$ cat src/rtl/osc_fault_pkg.sv
package osc_fault_pkg;

  typedef struct packed {
    logic hf_mode;
    logic pri_off;
    logic sec_en;
    logic fault_ie;
  } osc_ctl_t;

  localparam osc_ctl_t CTL_PUC_VALUE = '{hf_mode: 1'b0, pri_off: 1'b0,
                                         sec_en: 1'b0, fault_ie: 1'b0};

  localparam int unsigned OSC_SLOTS = 2;

endpackage

$ cat src/rtl/osc_activity_mon.sv
module osc_activity_mon #(
  parameter int unsigned SYNC_STAGES = 2,
  parameter int unsigned TIMEOUT_CYC = 32
) (
  input  logic clk,
  input  logic rst_n,
  input  logic osc_raw_i,
  output logic running_o
);
  localparam int unsigned CW = $clog2(TIMEOUT_CYC + 1);
  localparam logic [CW-1:0] LIMIT = CW'(TIMEOUT_CYC);

  logic [SYNC_STAGES:0] sync_q, sync_d;
  logic [CW-1:0]        cnt_q, cnt_d;
  logic                 edge_seen;

  always_comb begin
    sync_d = {sync_q[SYNC_STAGES-1:0], osc_raw_i};
  end

  always_ff @(posedge clk or negedge rst_n) begin
    if (!rst_n) sync_q <= '0;
    else        sync_q <= sync_d;
  end

  assign edge_seen = sync_q[SYNC_STAGES] ^ sync_q[SYNC_STAGES-1];

  always_comb begin
    cnt_d = cnt_q;
    if (edge_seen)          cnt_d = '0;
    else if (cnt_q < LIMIT) cnt_d = cnt_q + 1'b1;
  end

  always_ff @(posedge clk or negedge rst_n) begin
    if (!rst_n) cnt_q <= LIMIT;
    else        cnt_q <= cnt_d;
  end

  assign running_o = (cnt_q < LIMIT);

  AST_EDGE_MARKS_RUNNING: assert property (@(posedge clk) disable iff (!rst_n)
    edge_seen |=> running_o);

  AST_STOP_ONLY_WITHOUT_EDGE: assert property (@(posedge clk) disable iff (!rst_n)
    $fell(running_o) |-> !$past(edge_seen));

endmodule

$ cat src/rtl/osc_ctl_regs.sv
module osc_ctl_regs
  import osc_fault_pkg::*;
(
  input  logic     clk,
  input  logic     rst_n,
  input  logic     ctl_we,
  input  logic     hf_mode_w,
  input  logic     pri_off_w,
  input  logic     sec_en_w,
  input  logic     ie_we,
  input  logic     ie_w,
  output osc_ctl_t ctl_o
);
  osc_ctl_t ctl_q, ctl_d;

  always_comb begin
    ctl_d = ctl_q;
    if (ctl_we) begin
      ctl_d.hf_mode = hf_mode_w;
      ctl_d.pri_off = pri_off_w;
      ctl_d.sec_en  = sec_en_w;
    end
    if (ie_we) ctl_d.fault_ie = ie_w;
  end

  always_ff @(posedge clk or negedge rst_n) begin
    if (!rst_n) ctl_q <= CTL_PUC_VALUE;
    else        ctl_q <= ctl_d;
  end

  assign ctl_o = ctl_q;

  AST_MODE_NEEDS_WRITE: assert property (@(posedge clk) disable iff (!rst_n)
    !ctl_we |=> $stable(ctl_o.hf_mode));

endmodule

$ cat src/rtl/osc_fault_flag.sv
module osc_fault_flag (
  input  logic clk,
  input  logic rst_n,
  input  logic fault_i,
  input  logic flag_we,
  input  logic flag_wdata,
  output logic flag_o
);
  logic flag_q, flag_d, sw_clear;

  assign sw_clear = flag_we & ~flag_wdata;

  always_comb begin
    flag_d = flag_q;
    if (sw_clear) flag_d = 1'b0;
    if (fault_i)  flag_d = 1'b1;
  end

  always_ff @(posedge clk or negedge rst_n) begin
    if (!rst_n) flag_q <= 1'b0;
    else        flag_q <= flag_d;
  end

  assign flag_o = flag_q;

  AST_FAULT_SETS_FLAG: assert property (@(posedge clk) disable iff (!rst_n)
    fault_i |=> flag_o);

  AST_FLAG_FALLS_ON_CLEAR: assert property (@(posedge clk) disable iff (!rst_n)
    $fell(flag_o) |-> $past(flag_we && !flag_wdata));

endmodule

$ cat src/rtl/osc_fault_nmi.sv
module osc_fault_nmi
  import osc_fault_pkg::*;
#(
  parameter bit          HAS_SECONDARY = 1'b1,
  parameter int unsigned SYNC_STAGES   = 2,
  parameter int unsigned TIMEOUT_CYC   = 32
) (
  input  logic       clk,
  input  logic       puc_rst_n,
  input  logic [1:0] osc_clk_i,
  input  logic       ctl_we,
  input  logic       ctl_hf_mode,
  input  logic       ctl_pri_off,
  input  logic       ctl_sec_en,
  input  logic       ie_we,
  input  logic       ie_wdata,
  input  logic       flag_we,
  input  logic       flag_wdata,
  output logic       flag_o,
  output logic       ie_o,
  output logic       hf_mode_o,
  output logic       pri_off_o,
  output logic       sec_en_o,
  output logic       nmi_req_o
);
  logic [OSC_SLOTS-1:0] running;
  osc_ctl_t             ctl;
  logic                 pri_fault, sec_fault, fault_any;

  for (genvar g = 0; g < OSC_SLOTS; g++) begin : g_mon
    osc_activity_mon #(
      .SYNC_STAGES (SYNC_STAGES),
      .TIMEOUT_CYC (TIMEOUT_CYC)
    ) mon_i (
      .clk       (clk),
      .rst_n     (puc_rst_n),
      .osc_raw_i (osc_clk_i[g]),
      .running_o (running[g])
    );
  end

  osc_ctl_regs ctl_i (
    .clk       (clk),
    .rst_n     (puc_rst_n),
    .ctl_we    (ctl_we),
    .hf_mode_w (ctl_hf_mode),
    .pri_off_w (ctl_pri_off),
    .sec_en_w  (ctl_sec_en),
    .ie_we     (ie_we),
    .ie_w      (ie_wdata),
    .ctl_o     (ctl)
  );

  always_comb begin
    pri_fault = ctl.hf_mode & (ctl.pri_off | ~running[0]);
    sec_fault = HAS_SECONDARY & (~ctl.sec_en | ~running[1]);
    fault_any = pri_fault | sec_fault;
  end

  osc_fault_flag flag_i (
    .clk        (clk),
    .rst_n      (puc_rst_n),
    .fault_i    (fault_any),
    .flag_we    (flag_we),
    .flag_wdata (flag_wdata),
    .flag_o     (flag_o)
  );

  assign ie_o      = ctl.fault_ie;
  assign hf_mode_o = ctl.hf_mode;
  assign pri_off_o = ctl.pri_off;
  assign sec_en_o  = ctl.sec_en;
  assign nmi_req_o = flag_o & ctl.fault_ie;

  AST_LF_PRIMARY_SILENT: assert property (@(posedge clk) disable iff (!puc_rst_n)
    (!hf_mode_o && (sec_en_o || !HAS_SECONDARY) && running[1] && !flag_o)
      |=> !flag_o || $past(!hf_mode_o && !running[1]));

  AST_FLAG_RISE_HAS_CAUSE: assert property (@(posedge clk) disable iff (!puc_rst_n)
    $rose(flag_o) |-> $past(fault_any));

endmodule

$ cat config.mk
export PLATFORM = sky130hd
export DESIGN_NAME = osc_fault_nmi
export DESIGN_NICKNAME = d
export VERILOG_FILES = /design/src/rtl/osc_fault_pkg.sv /design/src/rtl/osc_activity_mon.sv /design/src/rtl/osc_ctl_regs.sv /design/src/rtl/osc_fault_flag.sv /design/src/rtl/osc_fault_nmi.sv
export SDC_FILE = /design/constraint.sdc
export NUM_CORES = 1
export LEC_CHECK = 0
export BUFFER_PORTS_ARGS = -buffer_cell sky130_fd_sc_hd__buf_2
export CAP_MARGIN = 20
export CORE_UTILIZATION = 55
export DETAILED_ROUTE_END_ITERATION = 8
export PLACE_DENSITY = 0.8
export SLEW_MARGIN = 10
export SYNTH_ARGS = -nofsm -noshare
export SYNTH_HDL_FRONTEND = slang
export SYNTH_SLANG_ARGS = --single-unit
$ cat constraint.sdc
create_clock -name clk -period 2.82 [get_ports clk]
set_clock_uncertainty 0.05 [all_clocks]
set_input_delay 0.705 -clock clk [delete_from_list [all_inputs] [get_ports clk]]
set_output_delay 0.705 -clock clk [all_outputs]
set_load 0.05 [all_outputs]
==> flow_metrics.tcl, run 1 <==
set metrics [dict create \
    dr.pass1.iters 4 \
    cts_root_buf "clkbuf_4" \
    overflow 0 \
    die_w_um 42.5 \
    slowest_stage "dfrtp_1" \
    synth.distinct_cells 15 \
    cts.sinks 23 \
    hold_buffers 0 \
    core_sq_um 1520 \
    postCtsSetupBuffers 0 \
    seqPwrFrac 0.609 \
    p_leak_nw 0.496 \
    fin_crit_sh 0.639 \
    final-setup-viol-count 0 \
    grt-busiest-layer "met2" \
    setup_tns_ps 0 \
    post-place-ws_ps 1350 \
    use_met1 0.216 \
    cts-root-to-sink-buffers 2 \
    clk_pin_slew_ps 110 \
    crit_buf_inv 1 \
    layout.nets 104 \
    io_buffer_count 17 \
    critical_path.top_delay_family "flip-flops" \
    path_cells "and2_1, buf_2" \
    yosys.area.top_type "dfrtp_1" \
    outcome "completed" \
    cts_made_buffers 3 \
    min_period_ps 1800 \
    utilization 0.678 \
    maxCapViolations 0 \
    critPathArrivalTime_ps 1050 \
    dpl_cell_area_sq_um 1010 \
    fin_hold_ws_ps 290 \
    relSlewSlack 0.690 \
    combPwrFrac 0.162 \
    syn_inst 68 \
    ys_warn_count 0 \
    die_height_um 42.5 \
    avgRoutedWirePerCell_um 12.2 \
    die-area_sq_um 1810 \
    intPower_w 0.000447 \
    htreeDepth 1 \
    viasPerCell 5.48 \
    antenna_found_initial 0 \
    grt_setup_unrepaired "no" \
    final_cell_mix "dfrtp_1 (21), buf_2 (17), nor2_1 (12), xor2_1 (8), nand4b_1 (5)" \
    netSwitchingPower_w 0.000173 \
    grt_first_pass_wirelength_mm 2.26 \
    synth-main-ff-cell "dfrtp_1" \
    p_per_area_nw_per_um2 600 \
    first_global_vias 549 \
    vdd_drop_max_mv 0.377 \
    pin_count 18 \
    synth.avg_cell_area_sq_um 13.3 \
    setup_ws_ps 1020 \
    gr-usage-met2 0.280 \
    hold_path_class "in -> async" \
    syn_area_sq_um 902 \
    swShare 0.280 \
    final_max_slew_viol_count 0 \
    cpPeakStageDelay_ps 400 \
    ant_nets 0 \
    clock_latency_ps 300 \
    cts_tree "yes" \
    max_freq_mhz 555 \
    fin_area_sq_um 1030 \
    fillers 114 \
    grt_max_degree 24 \
    cp_max_fo 3 \
    grt_usage 0.171 \
    worst_slew_pin_slew_ps 463 \
    end_kind "primary output" \
    drive_gt1_frac 0.292 \
    cp.required_ps 2070 \
    drc_errors 0 \
    synthesis.nets 82 \
    vias 575 \
    p_clk_frac 0.229 \
    finalHoldViolations 0 \
    use_met3 0.0259 \
    yosysSeqAreaShare 0.641 \
    final_common_cell "dfrtp_1" \
    post_cts_resize_count 0 \
    async_reset_ff_frac 1.00 \
    path_class "reg -> out" \
    initial_core_util 0.592 \
    ys_seq_elements 23 \
    synthToLayoutAreaGrowth_pct 14.6 \
    gp_congestion 0.795 \
    synth_edf_count 0 \
    dp_hpwl_um 947 \
    synth_top_area_frac 0.583 \
    synthTopCellsByArea "dfrtp_1 (58%), xor2_1 (7.8%), dfstp_2 (5.8%)" \
    routed_wirelength_mm 1.28 \
    critical_path.startpoint_type "register" \
    antennaDiodeCount 0 \
    first_iter_violations 12 \
    rows 14 \
]
final timing paths:
path                            cells past startpoint                  endpoint  slack [ps]                     start
worst max register to register                      4   g_mon[1].mon_i.cnt_q[4]        1660   g_mon[1].mon_i.cnt_q[0]
worst min-delay path                                1            ctl_i.ctl_o[1]         290                 puc_rst_n
worst min register to register                      0  g_mon[1].mon_i.sync_q[1]         320  g_mon[1].mon_i.sync_q[0]
max in group asynchronous                           1   g_mon[0].mon_i.cnt_q[5]        2090                 puc_rst_n
min in group clk                                    0  g_mon[1].mon_i.sync_q[1]         320  g_mon[1].mon_i.sync_q[0]
worst max-delay path                                2                 nmi_req_o        1020             flag_i.flag_o
power by group through the flow:
stage	combinational (W)	sequential (W)	clock [W]
finish	0.000101	0.000378	0.000142
global route	0.000112	0.000381	0.000159
CTS	0.000102	0.000377	0.000150
detailed placement	0.000102	0.000384	0
global placement	0.0000989	0.000381	0
floorplan	0.0000472	0.000404	0
metrics by stage:
stage	power (W)	cells
6_report	0.000620	105
5_1_grt	0.000652	105
4_1_cts	0.000630	105
3_5_place_dp	0.000486	101
3_3_place_gp	0.000480	101
2_1_floorplan	0.000451	68
sequential cells by signal, summed over array words and instances, names as in the netlist:
register and count:
flag_i.flag_o 1, g_mon.mon_i.cnt_q 12, ctl_i.ctl_o 4, g_mon.mon_i.sync_q 6
metal layers:
metal	part of all wire	vias up
met5	0	-
met4	0.020	0
met3	0.055	4
met2	0.46	22
met1	0.46	276
li1	-	273
cell usage after synthesis (all sizes together), types with 2 or more instances:
| library cell | number |
|---|---|
| o21ai | 2 |
| and3 | 2 |
| xnor2 | 2 |
| nor2 | 12 |
| ha | 2 |
| nand4b | 5 |
| dfstp | 2 |
| a31oi | 2 |
| mux2 | 4 |
| dfrtp | 21 |
| mux2i | 2 |
| xor2 | 8 |
| nor2b | 2 |
layout make-up:
| cell class | instances | area [sq um] | share of cell area |
|---|---|---|---|
| Sequential cell | 23 | 578 | 0.559 |
| Multi-Input combinational cell | 44 | 320 | 0.310 |
| Timing Repair Buffer | 17 | 85.1 | 0.0823 |
| Clock buffer | 4 | 26.3 | 0.0254 |
| Tap cell | 16 | 20.0 | 0.0194 |
| Inverter | 1 | 3.75 | 0.00363 |
kinds of logic after synthesis:
kind of cell             after synthesis  synth area share
AO/OA/AOI/OAI                          4            0.0250
XOR/XNOR                              10            0.0971
adder cells (fa/ha/maj)                2            0.0277
buffers and inverters                  1           0.00416
flip-flops                            23             0.641
multiplexers                           6            0.0721
AND/OR/NAND/NOR                       22             0.133
No activity file was read; power rests on OpenSTA's default activity.
==> run 2, diff against run 1 <==
- CORE_UTILIZATION: 55 -> 46
- PLACE_DENSITY: 0.8 -> 0.71
- clock period: 2.82 -> 1.58 ns (I/O delays scaled with it)
==> run 2 against run 1 <==
Sequential share of layout area fell by 1.3 points. Register-to-register slack got worse by 1200 ps. Hold slack got worse by 160 ps. Non-clock buffer count rose by 1. First-iteration DRC count fell by 92%. Via count fell by 5.2%. Die area rose by 19%. Count of clock-buffer cells in the layout fell by 1. Core utilization fell by 8.4 points. Clock power rose by 86%. Routed wire length rose by 0.86%. Critical endpoint unchanged. Largest power group unchanged.
==> flow_metrics.tcl, run 2 (same netlist as run 1, synthesis figures left out) <==
set metrics [dict create \
    relSlewSlack 0.683 \
    maxCapViolations 0 \
    dpl.cell_count 110 \
    cpPeakStageDelay_ps 410 \
    final-setup-viol-count 0 \
    max_freq_mhz 654 \
    first_global_vias 501 \
    outcome "completed" \
    setup_ws_ps 50.0 \
    pin_count 18 \
    fillers 152 \
    p_per_area_nw_per_um2 1060 \
    die_height_um 46.3 \
    final_cell_mix "dfrtp_1 (21), buf_2 (16), nor2_1 (12), xor2_1 (8), nand4b_1 (5)" \
    avgRoutedWirePerCell_um 11.3 \
    ant_nets 0 \
    regMostFlops "g_mon.mon_i.cnt_q" \
    grt_max_degree 24 \
    crit_start "flag_i.flag_o" \
    grt_first_pass_wirelength_mm 2.19 \
    first_iter_violations 1 \
    path_cells "and2_1, clkbuf_4" \
    dp_hpwl_um 923 \
    slowest_stage "dfrtp_1" \
    final_common_cell "dfrtp_1" \
    min_period_ps 1530 \
    vias 545 \
    die-area_sq_um 2140 \
    seq_area_sq_um 578 \
    core_sq_um 1780 \
    cts-root-to-sink-buffers 2 \
    path_class "reg -> out" \
    stdcell_count 115 \
    hold_path_class "in -> reg" \
    grt_usage 0.151 \
    overflow 0 \
    end_kind "primary output" \
    viasPerCell 4.74 \
    final_max_slew_viol_count 0 \
    postCtsSetupBuffers 0 \
    cts_tree "yes" \
    layout.nets 105 \
    drc_errors 0 \
    fin_crit_sh 0.968 \
    io_buffer_count 17 \
    antennaDiodeCount 0 \
    ff2ff_path_depth 3 \
    initial_core_util 0.506 \
    p_leak_nw 0.504 \
    antenna_found_initial 0 \
    r2r_slack_ps 430 \
    routed_wirelength_mm 1.29 \
    finalHoldViolations 0 \
    gp_congestion 0.752 \
    critical_path.startpoint_type "register" \
    largest_reg_flops 12 \
    vdd_drop_max_mv 0.472 \
    dr.pass1.iters 3 \
    die_w_um 46.3 \
    drive_gt1_frac 0.300 \
    clock_latency_ps 310 \
    clk_pin_slew_ps 120 \
    r2r-start "g_mon[1].mon_i.cnt_q[5]" \
    cts.sinks 23 \
    critPathArrivalTime_ps 1080 \
    critPathCapture "nmi_req_o" \
    r2r_end "g_mon[1].mon_i.cnt_q[3]" \
    cts_made_buffers 3 \
    multi_input_area_sq_um 320 \
    finalPower_w 0.00112 \
    cp_max_fo 3 \
    rows 15 \
    synthToLayoutAreaGrowth_pct 17.3 \
    cts_root_buf "clkbuf_4" \
    htreeDepth 1 \
    cp.required_ps 1130 \
    post-place-ws_ps 430 \
    worst_slew_pin_slew_ps 474 \
    utilization 0.594 \
]
==> run 2: changes by cell type in the layout (fill, tap and decap cells not counted), sizes merged <==
cell         previous run  this run
buf                    17        16
clkinv                  0         1
dlygate4sd3             0         1
==> run 2: cell type report <==
cell class                      instances  area share
Sequential cell                        23       0.546
Multi-Input combinational cell         44       0.303
Timing Repair Buffer                   18      0.0922
Tap cell                               25      0.0296
Clock buffer                            3      0.0213
Clock inverter                          1     0.00473
Inverter                                1     0.00355
==> run 2: how the worst min path moves through the flow <==
stage	startpoint	end	slack [ps]	cells after the start
detailed placement	g_mon[1].mon_i.sync_q[0]	g_mon[1].mon_i.sync_q[1]	290	0
CTS	osc_clk_i[1]	g_mon[1].mon_i.sync_q[0]	120	1
floorplan	puc_rst_n	ctl_i.ctl_o[0]	50	0
global route	osc_clk_i[1]	g_mon[1].mon_i.sync_q[0]	100	1
global placement	g_mon[0].mon_i.sync_q[0]	g_mon[0].mon_i.sync_q[1]	280	0
finish	osc_clk_i[1]	g_mon[1].mon_i.sync_q[0]	130	1
==> run 2: stage by stage <==
step | area [sq um] | hold slack, ps | TNS [ps]
after floorplan | 902 | 49.4 | 0
after global placement | 1020 | 283 | 0
after detailed placement | 1020 | 286 | 0
after CTS | 1060 | 118 | 0
after global routing | 1060 | 101 | -11.8
final | 1060 | 130 | 0
==> run 2: per-layer routing <==
metal,track usage,vias to the layer above,wire length (um),part of all wire
met1,0.198,249,671,0.52
met2,0.228,20,555,0.43
met5,0,-,0,0
met4,0.0882,0,19,0.015
met3,0.0353,2,48,0.037
li1,-,274,-,-
==> run 2: what timing repair did <==
item                       in CTS  in global routing
resized for setup               0                  1
setup endpoints to repair       0                  1
hold buffers                    1                  0
hold endpoints to repair       21                  0
==> run 2: worst max-delay path: cells and delay by family, from the launching register on <==
| kind | cells | cell delay (ps) |
|---|---|---|
| simple gates | 1 | 160 |
| buf+inv | 1 | 200 |
| flops | 1 | 410 |
==> run 2: report_power, final <==
| group | internal (W) | switching, W |
|---|---|---|
| clock network | 0.0000945 | 0.000169 |
| registers | 0.000633 | 0.0000385 |
| logic | 0.0000685 | 0.000115 |
==> run 3, diff against run 2 <==
- CORE_UTILIZATION: 46 -> 51
- PLACE_DENSITY: 0.71 -> 0.75
- clock period: 1.58 -> 1.6 ns (I/O delays scaled with it)
==> run 3 against run 2 <==
The flow now finishes with violations (negative hold slack). First-iteration DRC count grew to 6.0 times the previous value. Combinational power hardly changed. Hold slack worse by 130 ps. Count of clock-buffer cells in the layout is 1 higher. Routed wire length is 5.0% lower. Design area is 2.4% lower. Power is 2.8% lower.
==> flow_metrics.tcl, run 3 (same netlist as run 1, synthesis figures left out) <==
set metrics [dict create \
    cp.required_ps 1150 \
    post_cts_resize_count 0 \
    layout.nets 104 \
    io_buffer_count 17 \
    p_per_area_nw_per_um2 1050 \
    dpl_cell_area_sq_um 1010 \
    worst_slew_pin_slew_ps 478 \
    synthToLayoutAreaGrowth_pct 14.6 \
    cts.sinks 23 \
    cp_max_fo 3 \
    critical_path.startpoint_type "register" \
    postCtsSetupBuffers 0 \
    die-area_sq_um 1940 \
    finalHoldViolations 9 \
    initial_core_util 0.572 \
    die_height_um 44.1 \
    viasPerCell 5.34 \
    dp_hpwl_um 917 \
    relSlewSlack 0.680 \
    critPathArrivalTime_ps 1040 \
    cpPeakStageDelay_ps 390 \
    cts-root-to-sink-buffers 2 \
    first_iter_violations 6 \
    drive_gt1_frac 0.292 \
    min_period_ps 1490 \
    grt_setup_unrepaired "no" \
    largest_reg_flops 12 \
    drc_errors 0 \
    final-setup-viol-count 0 \
    critical_path.top_delay_family "flip-flops" \
    end_kind "primary output" \
    fin_area_sq_um 1030 \
    final_max_slew_viol_count 0 \
    cts_tree "yes" \
    setup_tns_ps 0 \
    hold_buffers 0 \
    vdd_drop_max_mv 0.739 \
    regMostFlops "g_mon.mon_i.cnt_q" \
    path_cells "and2_1, buf_2" \
    outcome "complete, but fails checks" \
    overflow 0 \
    avgRoutedWirePerCell_um 11.7 \
    final_common_cell "dfrtp_1" \
    core_sq_um 1580 \
    utilization 0.656 \
    pin_count 18 \
    stdcell_count 105 \
    cts_root_buf "clkbuf_4" \
    gp_congestion 0.821 \
    first_global_vias 515 \
    die_w_um 44.1 \
    crit_buf_inv 1 \
    maxCapViolations 0 \
    clock_latency_ps 290 \
    routed_wirelength_mm 1.23 \
    grt_usage 0.144 \
    path_class "reg -> out" \
    htreeDepth 1 \
    cts_made_buffers 3 \
    antenna_found_initial 0 \
    vias 561 \
    ant_nets 0 \
    slowest_stage "dfrtp_1" \
    hold_path_class "in -> async" \
    max_freq_mhz 673 \
    failed_checks "negative hold slack" \
    grt_first_pass_wirelength_mm 1.99 \
    fillers 129 \
    dpl.cell_count 101 \
    fin_hold_ws_ps -4.59 \
    rows 14 \
    p_leak_nw 0.496 \
    clk_pin_slew_ps 110 \
    fin_crit_sh 0.929 \
    grt_max_degree 24 \
    antennaDiodeCount 0 \
    dr.pass1.iters 6 \
    final_cell_mix "dfrtp_1 (21), buf_2 (17), nor2_1 (12), xor2_1 (8), nand4b_1 (5)" \
]
-- run 3: cell count changes in the layout (fill, tap and decap cells not counted), sizes merged --
| cell | delta |
|---|---|
| dlygate4sd3 | -1 |
| buf | +1 |
| clkinv | -1 |
-- run 3: path summary, 6_finish.rpt --
check	to	slack, ps	start	depth (start not counted)
max	nmi_req_o	110	flag_i.flag_o	2
min	ctl_i.ctl_o[3]	-5	puc_rst_n	1
max reg2reg	g_mon[1].mon_i.cnt_q[2]	440	g_mon[1].mon_i.cnt_q[0]	4
min reg2reg	g_mon[1].mon_i.sync_q[1]	310	g_mon[1].mon_i.sync_q[0]	0
max in group asynchronous	g_mon[1].mon_i.cnt_q[5]	1160	puc_rst_n	1
min in group clk	g_mon[1].mon_i.sync_q[0]	150	osc_clk_i[1]	1
-- run 3: layer usage --
metal / routed length [um] / vias up / global-route usage
met1: 582 / 267 / 0.178
met5: 0 / - / 0
met4: 18 / 0 / 0.0909
met3: 64 / 2 / 0.0245
li1: - / 274 / -
met2: 563 / 18 / 0.235
-- run 3: stage by stage --
stage / worst slack (ps) / power [W]
5_1_grt: 77.0 / 0.00115
3_5_place_dp: 440 / 0.000858
4_1_cts: 95.5 / 0.00111
3_3_place_gp: 452 / 0.000846
2_1_floorplan: 33.3 / 0.000794
6_report: 114 / 0.00109
-- run 3: layout make-up --
type,count,area (sq um),area share
sequential,23,578,0.559
multi-input combinational,44,320,0.310
timing repair buffer,17,85.1,0.0823
clock buffer,4,26.3,0.0254
tap,16,20.0,0.0194
inverter,1,3.75,0.00363
-- run 3: power breakdown --
part	internal, W	switching [W]
clock network	0.0000968	0.000150
logic	0.0000649	0.000115
registers	0.000626	0.0000368
